--- config.mk ---
export PLATFORM = sky130hd
export DESIGN_NAME = flash_wstat_gen
export DESIGN_NICKNAME = d
export VERILOG_FILES = /design/src/rtl/fws_pkg.sv /design/src/rtl/fws_busy_timer.sv /design/src/rtl/fws_toggle.sv /design/src/rtl/fws_read_path.sv /design/src/rtl/flash_wstat_gen.sv
export SDC_FILE = /design/constraint.sdc
export NUM_CORES = 1
export LEC_CHECK = 0
export CAP_MARGIN = 30
export CORE_MARGIN = 4
export CORE_UTILIZATION = 50
export CTS_CLUSTER_DIAMETER = 100
export DETAILED_ROUTE_END_ITERATION = 12
export PLACE_DENSITY = 0.78
export SLEW_MARGIN = 20
export SYNTH_ARGS = -nofsm -noshare
export SYNTH_HDL_FRONTEND = slang
export SYNTH_SLANG_ARGS = --single-unit
export TNS_END_PERCENT = 5
--- constraint.sdc ---
create_clock -name clk -period 2.75 [get_ports clk]
set_input_delay 0.825 -clock clk [delete_from_list [all_inputs] [get_ports clk]]
set_output_delay 0.825 -clock clk [all_outputs]
set_load 0.05 [all_outputs]
--- src/rtl/fws_pkg.sv ---
package fws_pkg;

  typedef enum logic [1:0] {
    OP_NONE = 2'd0,
    OP_PROG = 2'd1,
    OP_SECT = 2'd2,
    OP_CHIP = 2'd3
  } fws_op_e;

  function automatic logic op_is_erase(fws_op_e op);
    return (op == OP_SECT) || (op == OP_CHIP);
  endfunction

  // polling bit shown while busy: inverse of pending MSB for a program, 0 for erase
  function automatic logic poll_bit(fws_op_e op, logic pend_msb);
    return (op == OP_PROG) ? ~pend_msb : 1'b0;
  endfunction

  // program can only clear bits
  function automatic logic [63:0] prog_merge(logic [63:0] old_b, logic [63:0] new_b);
    return old_b & new_b;
  endfunction

endpackage

--- src/rtl/fws_busy_timer.sv ---
module fws_busy_timer #(
  parameter int CW = 8
) (
  input  logic          clk,
  input  logic          rst_n,
  input  logic          load,
  input  logic [CW-1:0] load_len,
  output logic          busy,
  output logic          fin,
  output logic [CW-1:0] cnt
);

  logic          busy_q;
  logic [CW-1:0] cnt_q;

  always_ff @(posedge clk) begin
    if (!rst_n) begin
      busy_q <= 1'b0;
      cnt_q  <= '0;
    end else if (load) begin
      busy_q <= 1'b1;
      cnt_q  <= load_len;
    end else if (busy_q) begin
      cnt_q <= cnt_q - 1'b1;
      if (cnt_q == CW'(1)) busy_q <= 1'b0;
    end
  end

  assign busy = busy_q;
  assign fin  = busy_q && (cnt_q == CW'(1));
  assign cnt  = cnt_q;

endmodule

--- src/rtl/fws_toggle.sv ---
module fws_toggle (
  input  logic clk,
  input  logic rst_n,
  input  logic clr,
  input  logic adv,
  output logic q
);

  logic q_r;

  always_ff @(posedge clk) begin
    if (!rst_n)   q_r <= 1'b0;
    else if (clr) q_r <= 1'b0;
    else if (adv) q_r <= ~q_r;
  end

  assign q = q_r;

endmodule

--- src/rtl/fws_read_path.sv ---
module fws_read_path
  import fws_pkg::*;
#(
  parameter int DW = 8
) (
  input  logic          clk,
  input  logic          rst_n,
  input  logic          rd,
  input  logic          busy,
  input  fws_op_e       op,
  input  logic          pend_msb,
  input  logic          tog,
  input  logic [DW-1:0] arr,
  output logic [DW-1:0] rd_data,
  output logic          rd_valid
);

  localparam int LOW_W = DW - 2;

  logic [DW-1:0] status_b;
  logic [DW-1:0] next_b;
  logic [DW-1:0] data_q;
  logic          valid_q;

  assign status_b[DW-1] = poll_bit(op, pend_msb);
  assign status_b[DW-2] = tog;

  genvar gi;
  generate
    for (gi = 0; gi < LOW_W; gi++) begin : g_low
      assign status_b[gi] = arr[gi];
    end
  endgenerate

  assign next_b = busy ? status_b : arr;

  always_ff @(posedge clk) begin
    if (!rst_n) begin
      data_q  <= '0;
      valid_q <= 1'b0;
    end else begin
      valid_q <= rd;
      if (rd) data_q <= next_b;
    end
  end

  assign rd_data  = data_q;
  assign rd_valid = valid_q;

endmodule

--- src/rtl/flash_wstat_gen.sv ---
module flash_wstat_gen
  import fws_pkg::*;
#(
  parameter int DW       = 8,
  parameter int PROG_CYC = 5,
  parameter int SECT_CYC = 40,
  parameter int CHIP_CYC = 150
) (
  input  logic          clk,
  input  logic          rst_n,
  input  logic          start_i,
  input  logic [1:0]    op_i,
  input  logic [DW-1:0] pgm_data_i,
  input  logic          rd_i,
  input  logic [DW-1:0] arr_data_i,
  output logic [DW-1:0] rd_data_o,
  output logic          rd_valid_o,
  output logic          busy_o,
  output logic          commit_o,
  output logic [1:0]    commit_kind_o,
  output logic [DW-1:0] commit_data_o
);

  localparam int MAX_A  = (PROG_CYC > SECT_CYC) ? PROG_CYC : SECT_CYC;
  localparam int MAX_LEN = (MAX_A > CHIP_CYC) ? MAX_A : CHIP_CYC;
  localparam int CW     = $clog2(MAX_LEN + 1);

  function automatic logic [CW-1:0] len_of(fws_op_e o);
    case (o)
      OP_PROG: return CW'(PROG_CYC);
      OP_SECT: return CW'(SECT_CYC);
      default: return CW'(CHIP_CYC);
    endcase
  endfunction

  // named internal events
  fws_op_e       op_in;
  logic          accept;
  logic          fin;
  logic          busy;
  logic          tog;
  logic          rd_busy;
  logic [CW-1:0] cnt;
  fws_op_e       op_q;
  logic [DW-1:0] pend_q;
  logic [DW-1:0] old_q;
  logic [63:0]   merged;

  assign op_in   = fws_op_e'(op_i);
  assign accept  = start_i && !busy && (op_in != OP_NONE);
  assign rd_busy = rd_i && busy;

  always_ff @(posedge clk) begin
    if (!rst_n) begin
      op_q   <= OP_NONE;
      pend_q <= '0;
      old_q  <= '0;
    end else if (accept) begin
      op_q   <= op_in;
      pend_q <= pgm_data_i;
      old_q  <= arr_data_i;
    end
  end

  fws_busy_timer #(.CW(CW)) u_timer (
    .clk      (clk),
    .rst_n    (rst_n),
    .load     (accept),
    .load_len (len_of(op_in)),
    .busy     (busy),
    .fin      (fin),
    .cnt      (cnt)
  );

  fws_toggle u_tog (
    .clk   (clk),
    .rst_n (rst_n),
    .clr   (accept),
    .adv   (rd_busy),
    .q     (tog)
  );

  fws_read_path #(.DW(DW)) u_rd (
    .clk      (clk),
    .rst_n    (rst_n),
    .rd       (rd_i),
    .busy     (busy),
    .op       (op_q),
    .pend_msb (pend_q[DW-1]),
    .tog      (tog),
    .arr      (arr_data_i),
    .rd_data  (rd_data_o),
    .rd_valid (rd_valid_o)
  );

  assign merged = prog_merge(64'(old_q), 64'(pend_q));

  logic          commit_q;
  logic [1:0]    kind_q;
  logic [DW-1:0] cdata_q;

  always_ff @(posedge clk) begin
    if (!rst_n) begin
      commit_q <= 1'b0;
      kind_q   <= 2'd0;
      cdata_q  <= '0;
    end else begin
      commit_q <= fin;
      if (fin) begin
        kind_q  <= op_q;
        cdata_q <= op_is_erase(op_q) ? {DW{1'b1}} : merged[DW-1:0];
      end
    end
  end

  assign busy_o        = busy;
  assign commit_o      = commit_q;
  assign commit_kind_o = kind_q;
  assign commit_data_o = cdata_q;

endmodule

==> results.txt <==
Pint -> 0.00107 W
Synth cell types -> 35
Initial Utilization -> 51.6%
Port bufs -> 42
Min Tclk post-route -> 2.30 ns
Post-synth top flop -> dfxtp_1
Slowest CP cell -> clkdlybuf4s50_1
Cell Area, Synth -> 2060 µm²
Achievable frequency -> 435 MHz
Post-Synthesis Cells -> 227
First-pass GRT wire length -> 7.56 mm
TritonCTS buffer count -> 5
Psw -> 0.000436 W
Root Driver -> clkbuf_8
Crit path max-delay family -> buffers and inverters
Largest area contributor in the netlist -> dfxtp_1
Main area contributors after synthesis -> dfxtp_1 (47%), nand2_1 (9.3%), a21boi_0 (8.4%), o211a_1 (4.4%), mux2i_1 (3.9%)
Core Region -> 4000 µm²
Die width -> 72.2 µm
Most frequent cell after synthesis -> nand2_1
CP Max Fanout -> 18
Total congestion overflow -> 0
Vias in the first global route -> 1682
YS warnings -> 0
Synth async-reset ratio -> 0%
Top post-synthesis cells by count -> nand2_1 (51), dfxtp_1 (48), a21boi_0 (23)
Critical path class -> in2reg
Clock tree buffer depth -> 2
Post-synth top area share -> 46.6%
Vias -> 1698
CP Capture Type -> flip-flop
Fin cells -> 320
Synth-to-Final Area Change -> 27.4%
Worst Path Required -> 2.98 ns
HPWL after DPL -> 3.18 mm
Setup violators final -> 0
Max incr delay on CP -> 0.51 ns
Mean Syn Cell Area -> 9.09 µm²
Clock Power Share -> 30.0%
Clk_lat worst skew -> 0.30 ns
Final RePlAce weighted congestion -> 0.850
Largest net degree at the start of global routing -> 26
Sequential power share -> 51.1%
Clock slew at reported path FFs -> 0.09 ns
Setup TNS Final -> 0 ns
Detailed Route WL -> 4.33 mm
CTS hold repair buffers -> 0
Syn nets -> 255
DRC Markers -> 0
Antenna cells -> 0
Worst path bufs/invs -> 3
Final core utilization -> 65.7%
DR WL/cell -> 13.5 µm
Initial antenna violation count -> 0
Post-CTS setup repair buffer count -> 0
Post-synthesis sequential area ratio -> 46.6%
H-tree levels -> 2
Clock tree from TritonCTS -> yes
RSZ-0062 raised after global routing -> no
Combinational power share -> 18.9%
Pwr Density -> 574 nW/µm²
FF+latch count, synth -> 48
All-layer global routing usage -> 18.1%
Share of cells above drive strength 1 -> 8.15%
Post-DR vias/cell -> 5.31
Hold crit path type -> reg2reg
CTS Sinks -> 48
Final period util -> 83.6%
Outcome -> finished clean
Actual slew at the worst max-slew pin -> 0.557 ns
Max VDD drop -> 0.000416 V
Lkg Pwr -> 1.09 nW
Critical-path cell list -> clkdlybuf4s50_1 > inv_1 > ha_1 > nand2b_1 > nor2_1 > buf_4 > nand2_1 > a21boi_0
Drt first-iter violations -> 96
Die height -> 72.2 µm
EDFF count, synth -> 0
Critical Path AT -> 2.53 ns
Dpl cells -> 312
ANT nets after route -> 0
TritonRoute pass-1 iters -> 4
Top-Level Pins -> 43
Row cnt -> 23
Final Skew -> 0.00848 ns
Crit start category -> primary input
Final-report max-slew violation count -> 0
Design Area, Final -> 2630 µm²
Max transition margin -> 62.8%
Die area -> 5220 µm²
Cell Area, Placed -> 2530 µm²
Post-CTS sizing -> 0
Switching share of total power -> 28.9%
Fin nets -> 297
Max cap viols -> 0
Final Hold Vio Count -> 0
==> worst register-to-register path: cells and delay by family (launching register included) <==
family	cells	cell delay, ns
compound gates	1	0.13
buf+inv	1	0.28
flops	1	0.38
simple gates	3	0.92
==> kinds of logic (layout without fill, tap and decap cells) <==
logic type / after synthesis / count (layout) / share of synthesized area [%]
simple gates: 81 / 81 / 18.9
compound gates: 63 / 63 / 22.1
flops: 48 / 48 / 46.6
buf+inv: 20 / 63 / 4.49
mux: 8 / 8 / 3.88
fa+ha+maj: 6 / 6 / 3.64
xor+xnor: 1 / 1 / 0.425
==> power groups by stage <==
stage | clock network [W] | logic [W] | registers, W
after global routing | 0.000492 | 0.000312 | 0.000778
after CTS | 0.000455 | 0.000287 | 0.000771
after detailed placement | 0 | 0.000285 | 0.000787
final | 0.000453 | 0.000285 | 0.000771
after floorplan | 0 | 0.000144 | 0.000826
after global placement | 0 | 0.000283 | 0.000786
==> area by class of cell <==
cell class                 instances  area (µm²)
clock inverter                     2        13.8
fill                             354        1370
sequential                        48         961
clock buffer                       6        82.6
tap                               50        62.6
inverter                           5        18.8
multi-input combinational        159        1010
timing repair buffer              50         480
==> metal layers <==
layer	part of all wire, %	global-route usage (%)
met1	48	24.5
met2	46	28.0
met3	5.1	5.26
met4	1.2	5.01
met5	0	0
==> state kept, by name, indices dropped and copies added (netlist names) <==
name,flops
commit_o,1
u_rd.rd_data,8
commit_data_o,8
pend_q,8
u_tog.q,1
u_timer.busy,1
commit_kind_o,2
old_q,8
u_timer.cnt,8
u_rd.rd_valid,1
op_q,2
==> final timing paths <==
path,start,endpoint,slack (ns),cells after the start
max,op_i[0],pend_q[7]$_SDFFE_PN0P_,0.45,8
min,commit_kind_o[0]$_SDFFE_PN0P_,commit_kind_o[0]$_SDFFE_PN0P_,0.46,2
min reg2reg,commit_kind_o[0]$_SDFFE_PN0P_,commit_kind_o[0]$_SDFFE_PN0P_,0.46,2
max reg2reg,u_timer.cnt[2]$_SDFFE_PN0P_,commit_data_o[1]$_SDFFE_PN0P_,0.94,5
==> stage by stage <==
step | hold slack [ns] | setup slack [ns] | power, W
global placement | 0.437 | 0.248 | 0.00107
finish | 0.464 | 0.451 | 0.00151
floorplan | 0.443 | 0.580 | 0.000969
CTS | 0.464 | 0.446 | 0.00151
global route | 0.492 | 0.283 | 0.00158
detailed placement | 0.450 | 0.130 | 0.00107
==> placed cells by master, fill, tap and decap left out, types with 6 or more instances in the layout <==
cell type,count
clkdlybuf4s50_1,42
nand2_1,51
nor2b_1,9
a21boi_0,23
a21oi_1,11
ha_1,6
o21ai_0,8
dfxtp_1,48
mux2i_1,8
clkbuf_8,6
buf_4,8
o211a_1,9
Power figures use the tool's default switching activity.
